## src/rtl/manch_rx.sv

```systemverilog
module manch_rx #(
  parameter int CW        = 10,
  parameter int PRE_EDGES = 6
) (
  input  logic          clk,
  input  logic          rst_n,
  input  logic          din,
  input  logic [CW-1:0] t_min,
  input  logic [CW-1:0] t_max,
  input  logic [CW-1:0] w_min,
  input  logic [CW-1:0] w_max,
  output logic [7:0]    byte_data,
  output logic          byte_vld,
  output logic          bit_err
);

  localparam logic [1:0] S_HUNT = 2'd0;
  localparam logic [1:0] S_PRE  = 2'd1;
  localparam logic [1:0] S_DATA = 2'd2;
  localparam int ZW = $clog2(PRE_EDGES + 1);
  localparam logic [ZW-1:0] ZLIM = ZW'(PRE_EDGES);

  logic          s1, s2, s3;
  logic [CW-1:0] cnt;
  logic [1:0]    st;
  logic          mid;
  logic [ZW-1:0] zc;
  logic [6:0]    sh;
  logic [2:0]    bc;

  wire           edge_w   = s2 ^ s3;
  wire           in_t     = (cnt >= t_min) && (cnt <= t_max);
  wire           in_w     = !in_t && (cnt >= w_min) && (cnt <= w_max);
  wire [CW-1:0]  lim      = mid ? w_max : t_max;
  wire           tmo      = !edge_w && (cnt > lim);
  wire           bnd_edge = edge_w && mid && in_t;
  wire           mid_edge = edge_w && ((mid && in_w) || (!mid && in_t));
  wire           bad      = tmo || (edge_w && !bnd_edge && !mid_edge);
  wire           bitv     = s3;

  always_ff @(posedge clk) begin
    if (!rst_n) begin
      s1        <= 1'b0;
      s2        <= 1'b0;
      s3        <= 1'b0;
      cnt       <= '1;
      st        <= S_HUNT;
      mid       <= 1'b0;
      zc        <= '0;
      sh        <= '0;
      bc        <= '0;
      byte_data <= '0;
      byte_vld  <= 1'b0;
      bit_err   <= 1'b0;
    end else begin
      s1       <= din;
      s2       <= s1;
      s3       <= s2;
      byte_vld <= 1'b0;
      bit_err  <= 1'b0;
      if (edge_w) cnt <= CW'(1);
      else if (!(&cnt)) cnt <= cnt + 1'b1;

      if (st == S_HUNT) begin
        if (edge_w) begin
          if (in_t && s2 && zc >= ZLIM) begin
            st  <= S_PRE;
            mid <= 1'b1;
            zc  <= '0;
          end else if (in_t) begin
            if (zc < ZLIM) zc <= zc + 1'b1;
          end else begin
            zc <= '0;
          end
        end
      end else if (bad) begin
        bit_err <= 1'b1;
        st      <= S_HUNT;
        mid     <= 1'b0;
        zc      <= '0;
      end else if (bnd_edge) begin
        mid <= 1'b0;
      end else if (mid_edge) begin
        mid <= 1'b1;
        if (st == S_PRE) begin
          if (bitv) begin
            st <= S_DATA;
            bc <= '0;
          end
        end else begin
          sh <= {sh[5:0], bitv};
          bc <= bc + 1'b1;
          if (bc == 3'd7) begin
            byte_data <= {sh, bitv};
            byte_vld  <= 1'b1;
          end
        end
      end
    end
  end

endmodule

```

## config.mk

```make
export PLATFORM = sky130hd
export DESIGN_NAME = manch_rx
export DESIGN_NICKNAME = d
export VERILOG_FILES = /design/src/rtl/manch_rx.sv
export SDC_FILE = /design/constraint.sdc
export NUM_CORES = 1
export LEC_CHECK = 0
export BUFFER_PORTS_ARGS = -buffer_cell sky130_fd_sc_hd__buf_2
export CORE_MARGIN = 10
export CORE_UTILIZATION = 31
export CTS_BUF_LIST = sky130_fd_sc_hd__clkbuf_4
export DETAILED_ROUTE_END_ITERATION = 8
export GPL_TIMING_DRIVEN = 0
export PLACE_DENSITY_LB_ADDON = 0.12
export SETUP_SLACK_MARGIN = 0.3
export SYNTH_ARGS = -nofsm -noshare
export SYNTH_HDL_FRONTEND = slang
export SYNTH_SLANG_ARGS = --single-unit
```

## constraint.sdc

```tcl
create_clock -name clk -period 2.66 [get_ports clk]
set_input_delay 0.532 -clock clk [delete_from_list [all_inputs] [get_ports clk]]
set_output_delay 0.532 -clock clk [all_outputs]
set_load 0.02 [all_outputs]
```

==> flow_results.xml <==
<?xml version="1.0" encoding="UTF-8"?>
<metrics>
  <group name="outcome">
    <metric name="outcome" unit="">completed</metric>
  </group>
  <group name="final_layout">
    <metric name="final_layout_size_suffix_gt1_share" unit="%">36.6</metric>
    <metric name="finalNetCount" unit="">580</metric>
    <metric name="post-route-util" unit="%">45.8</metric>
    <metric name="n_fill_cell" unit="">999</metric>
    <metric name="area.growth.synth_to_final" unit="%">42.6</metric>
    <metric name="finish.instance_area" unit="mm²">0.00454</metric>
    <metric name="finalNonFillerCells" unit="">616</metric>
    <metric name="num_antenna_cells" unit="">0</metric>
  </group>
  <group name="drt">
    <metric name="totalWireLength" unit="µm">9190</metric>
    <metric name="initialDrtViolationCount" unit="">95</metric>
    <metric name="num_vias" unit="">3029</metric>
    <metric name="drt.antenna.violating_nets" unit="">0</metric>
    <metric name="route.detailed.wl_per_inst" unit="µm">14.9</metric>
    <metric name="post-route-drc-count" unit="">0</metric>
    <metric name="detail_route.vias_per_cell" unit="">4.92</metric>
    <metric name="drt_first_pass_iters" unit="">4</metric>
  </group>
  <group name="clocking">
    <metric name="cts_tree" unit="">done</metric>
    <metric name="cts-root-to-sink-buffers" unit="">2</metric>
    <metric name="cts-hold-fix-buffers" unit="">0</metric>
    <metric name="number_of_buffers_created_by_cts" unit="">5</metric>
    <metric name="clk_transition_reported_paths" unit="ps">130</metric>
    <metric name="clkLatencyLatePin" unit="ps">350</metric>
    <metric name="clock_sinks" unit="">39</metric>
    <metric name="cts-htree-levels" unit="">2</metric>
    <metric name="cts-root-buf" unit="">sky130_fd_sc_hd__clkbuf_4</metric>
  </group>
  <group name="critical_path">
    <metric name="critical_path.endpoint_type" unit="">flop</metric>
    <metric name="cpMaxStageDelayCell" unit="">sky130_fd_sc_hd__dfxtp_4</metric>
    <metric name="path_cells" unit="">inv_6 -&gt; ha_4 -&gt; nand2b_4 -&gt; a211oi_4 -&gt; o2bb2ai_2 -&gt; a221oi_4 -&gt; buf_4 -&gt; o2111ai_4 -&gt; a21boi_4 -&gt; buf_6 -&gt; mux2i_1</metric>
    <metric name="start_kind" unit="">flop</metric>
    <metric name="crit_required" unit="ps">2950</metric>
    <metric name="critical_path.reg2reg.startpoint" unit="">cnt[0]$_SDFFE_PP1N_</metric>
    <metric name="reg2reg_setup_slack" unit="ps">300</metric>
    <metric name="worstPathBufferInverterCount" unit="">3</metric>
    <metric name="critPathArrivalTime" unit="ps">2650</metric>
    <metric name="critical_path_class" unit="">flop to flop</metric>
    <metric name="rr_endpoint" unit="">byte_data[7]$_SDFFE_PN0P_</metric>
    <metric name="crit_path_max_fanout" unit="">5</metric>
    <metric name="reg2reg_depth" unit="">11</metric>
    <metric name="longest_individual_stage_delay_on_the_worst_path" unit="ps">380</metric>
    <metric name="critical-path-top-delay-family" unit="">compound AO/OA/AOI/OAI gates</metric>
  </group>
  <group name="power_and_ir_drop">
    <metric name="peakVddDrop" unit="mV">0.244</metric>
    <metric name="pwr_density_cell" unit="mW/mm²">641</metric>
    <metric name="net-switching-power" unit="mW">1.18</metric>
    <metric name="power.switching_fraction" unit="%">40.5</metric>
    <metric name="seqPwrFrac" unit="%">29.8</metric>
    <metric name="power.internal" unit="mW">1.73</metric>
    <metric name="p_clk_share" unit="%">14.1</metric>
    <metric name="p_comb_share" unit="%">56.1</metric>
    <metric name="p_leak" unit="nW">1.98</metric>
  </group>
  <group name="die">
    <metric name="placementRows" unit="">36</metric>
    <metric name="pin_count" unit="">53</metric>
    <metric name="effective_utilization_at_floorplan" unit="%">32.1</metric>
    <metric name="core_area" unit="mm²">0.00991</metric>
    <metric name="chipHeight" unit="µm">121</metric>
    <metric name="dieArea" unit="mm²">0.0147</metric>
    <metric name="chipWidth" unit="µm">121</metric>
  </group>
  <group name="hold_path">
    <metric name="hold_path_startpoint" unit="">din</metric>
    <metric name="min_to" unit="">s1$_SDFF_PN0_</metric>
    <metric name="hold_crit_depth" unit="">2</metric>
    <metric name="hp-class" unit="">input pin to flop</metric>
  </group>
  <group name="sta">
    <metric name="min_period" unit="ps">2360</metric>
    <metric name="setup-violations-final" unit="">0</metric>
    <metric name="worst_slew_margin_rel" unit="%">55.5</metric>
    <metric name="maxClockFrequency" unit="MHz">423</metric>
    <metric name="worst_pin_slew" unit="ps">664</metric>
    <metric name="final-max-slew-violation-count" unit="">0</metric>
    <metric name="rsz_0062_raised_after_global_routing" unit="">true</metric>
    <metric name="finalHoldWorstSlack" unit="ps">386</metric>
    <metric name="fin_skew" unit="ps">13.4</metric>
    <metric name="finalHoldViolCount" unit="">0</metric>
    <metric name="layout_worst_path_cycle_share" unit="%">88.9</metric>
    <metric name="setup_total_negative_slack" unit="ps">0</metric>
  </group>
  <group name="placed_design">
    <metric name="buffer_ports.inserted" unit="">52</metric>
    <metric name="place_area" unit="mm²">0.00373</metric>
    <metric name="place.gp.congestion" unit="">0.801</metric>
    <metric name="dp.cells" unit="">567</metric>
    <metric name="estimated_wirelength_of_the_detail_placed_design" unit="µm">6820</metric>
  </group>
  <group name="synth">
    <metric name="synth_flop_cell" unit="">sky130_fd_sc_hd__dfxtp_1</metric>
    <metric name="synthesis.area_per_instance" unit="µm²">8.34</metric>
    <metric name="synth-seq-area-share" unit="%">24.5</metric>
    <metric name="ys.warnings.count" unit="">0</metric>
    <metric name="synthesis.nets" unit="">480</metric>
    <metric name="synth.cell_area" unit="mm²">0.00318</metric>
    <metric name="yosys.cell_types.count" unit="">60</metric>
    <metric name="synth_edf_count" unit="">0</metric>
    <metric name="async_s_r_ff_share_synth" unit="%">0</metric>
    <metric name="syn-instance-count" unit="">382</metric>
    <metric name="synth-seq-cells" unit="">39</metric>
  </group>
  <group name="global_routing">
    <metric name="initial_antenna_violation_count" unit="">0</metric>
    <metric name="maximum_number_of_pins_on_one_net_before_global_route_repair" unit="">14</metric>
    <metric name="wire_length_of_the_first_global_routing_pass" unit="µm">14700</metric>
    <metric name="number_of_global_route_vias_before_repair" unit="">3006</metric>
    <metric name="globalRouteOverflowTotal" unit="">0</metric>
    <metric name="global_route.usage.total" unit="%">12.1</metric>
  </group>
  <group name="flow_run">
    <metric name="cap_violations" unit="">0</metric>
  </group>
</metrics>
==> cells in the mapped netlist (5+ instances only) <==
master | number | area share, %
sky130_fd_sc_hd__and2_1 | 5 | 0.98
sky130_fd_sc_hd__a21oi_1 | 24 | 3.8
sky130_fd_sc_hd__a21o_1 | 6 | 1.4
sky130_fd_sc_hd__dfxtp_1 | 39 | 25
sky130_fd_sc_hd__o211ai_1 | 10 | 2.4
sky130_fd_sc_hd__o21ai_0 | 13 | 2.0
sky130_fd_sc_hd__inv_1 | 47 | 5.5
sky130_fd_sc_hd__ha_1 | 55 | 22
sky130_fd_sc_hd__nand4_1 | 5 | 0.98
sky130_fd_sc_hd__nand3_1 | 19 | 3.0
sky130_fd_sc_hd__nor2_1 | 15 | 1.8
sky130_fd_sc_hd__clkbuf_1 | 6 | 0.71
sky130_fd_sc_hd__nand2_1 | 41 | 4.8
sky130_fd_sc_hd__mux2i_1 | 21 | 6.6
==> timing repair <==
action / CTS / global route
gates resized for setup: 39 / 40
pin swaps: 18 / 30
gates cloned: 1 / 1
setup buffers: 24 / 15
setup endpoints to repair: 26 / 26
==> final cells by class <==
type | instances | area (µm²) | share of cell area, %
clock buffers | 5 | 37.5 | 0.827
plain buffers | 12 | 98.8 | 2.18
flip-flops and latches | 39 | 820 | 18.1
multi-input cells | 284 | 2560 | 56.4
repair buffers | 93 | 632 | 13.9
inverters | 47 | 181 | 4.00
clock inverters | 3 | 43.8 | 0.965
well taps | 133 | 166 | 3.67
==> worst max-delay path by stage <==
stage,depth (start not counted),slack [ps],to,startpoint
2_1_floorplan,9,260,byte_data[0]$_SDFFE_PN0P_,t_min[0]
3_5_place_dp,10,-160,byte_data[7]$_SDFFE_PN0P_,t_min[0]
3_3_place_gp,10,-180,byte_data[0]$_SDFFE_PN0P_,t_min[0]
6_report,11,300,byte_data[7]$_SDFFE_PN0P_,cnt[0]$_SDFFE_PP1N_
4_1_cts,11,280,byte_data[7]$_SDFFE_PN0P_,cnt[0]$_SDFFE_PP1N_
5_1_grt,11,150,st[1]$_SDFFE_PN0P_,cnt[0]$_SDFFE_PP1N_
==> kinds of logic after synthesis <==
family / count (synthesis) / synth area share (%)
and+or+nand+nor: 112 / 17.4
AOI/OAI and AO/OA: 88 / 19.9
buffers and inverters: 59 / 7.62
adders and majority gates: 55 / 21.6
DFF: 39 / 24.5
muxes: 23 / 7.31
xor gates and xnor gates: 6 / 1.65
==> placed cells by master, fill, tap and decap left out, types with 5 or more instances in the layout <==
cell,n
sky130_fd_sc_hd__a21o_1,6
sky130_fd_sc_hd__a21oi_1,18
sky130_fd_sc_hd__a21oi_2,6
sky130_fd_sc_hd__and2_1,5
sky130_fd_sc_hd__buf_2,52
sky130_fd_sc_hd__buf_4,31
sky130_fd_sc_hd__buf_6,12
sky130_fd_sc_hd__clkbuf_1,6
sky130_fd_sc_hd__clkbuf_4,5
sky130_fd_sc_hd__dfxtp_1,28
sky130_fd_sc_hd__dfxtp_4,10
sky130_fd_sc_hd__ha_1,40
sky130_fd_sc_hd__ha_4,15
sky130_fd_sc_hd__inv_1,43
sky130_fd_sc_hd__mux2i_1,21
sky130_fd_sc_hd__nand2_1,41
sky130_fd_sc_hd__nand3_1,13
sky130_fd_sc_hd__nand3_2,5
sky130_fd_sc_hd__nand4_1,5
sky130_fd_sc_hd__nor2_1,13
sky130_fd_sc_hd__o211ai_1,10
sky130_fd_sc_hd__o21ai_0,12
==> per-stage QoR <==
stage                     setup slack [ps]  power, mW
final                                  296       2.91
after global routing                   146       3.18
after CTS                              277       2.67
after detailed placement              -158       2.01
after global placement                -176       1.99
after floorplan                        257       1.68
==> power groups by stage <==
stage / registers [mW] / logic (mW) / clock network, mW
2_1_floorplan: 0.773 / 0.907 / 0
3_3_place_gp: 0.862 / 1.12 / 0
3_5_place_dp: 0.865 / 1.15 / 0
4_1_cts: 0.854 / 1.39 / 0.424
5_1_grt: 0.884 / 1.85 / 0.450
6_report: 0.866 / 1.63 / 0.411
==> routing by layer <==
layer  share of wire (%)  GRT usage, %  vias to the layer above  wire length, µm
met4                0.59          2.61                        0               54
met5                   0             0                        -                0
li1                    -             -                     1566                -
met2                  47          19.9                       44             4360
met1                  47          15.4                     1414             4340
met3                 4.7          3.21                        5              436
==> registers in the layout (all words and copies together), names as in the netlist <==
| register | count |
|---|---|
| bc | 3 |
| bit_err | 1 |
| bitv | 1 |
| byte_data | 8 |
| byte_vld | 1 |
| cnt | 10 |
| mid | 1 |
| s1 | 1 |
| s2 | 1 |
| sh | 7 |
| st | 2 |
| zc | 3 |
Note: power is estimated with default switching activity, not from simulation.
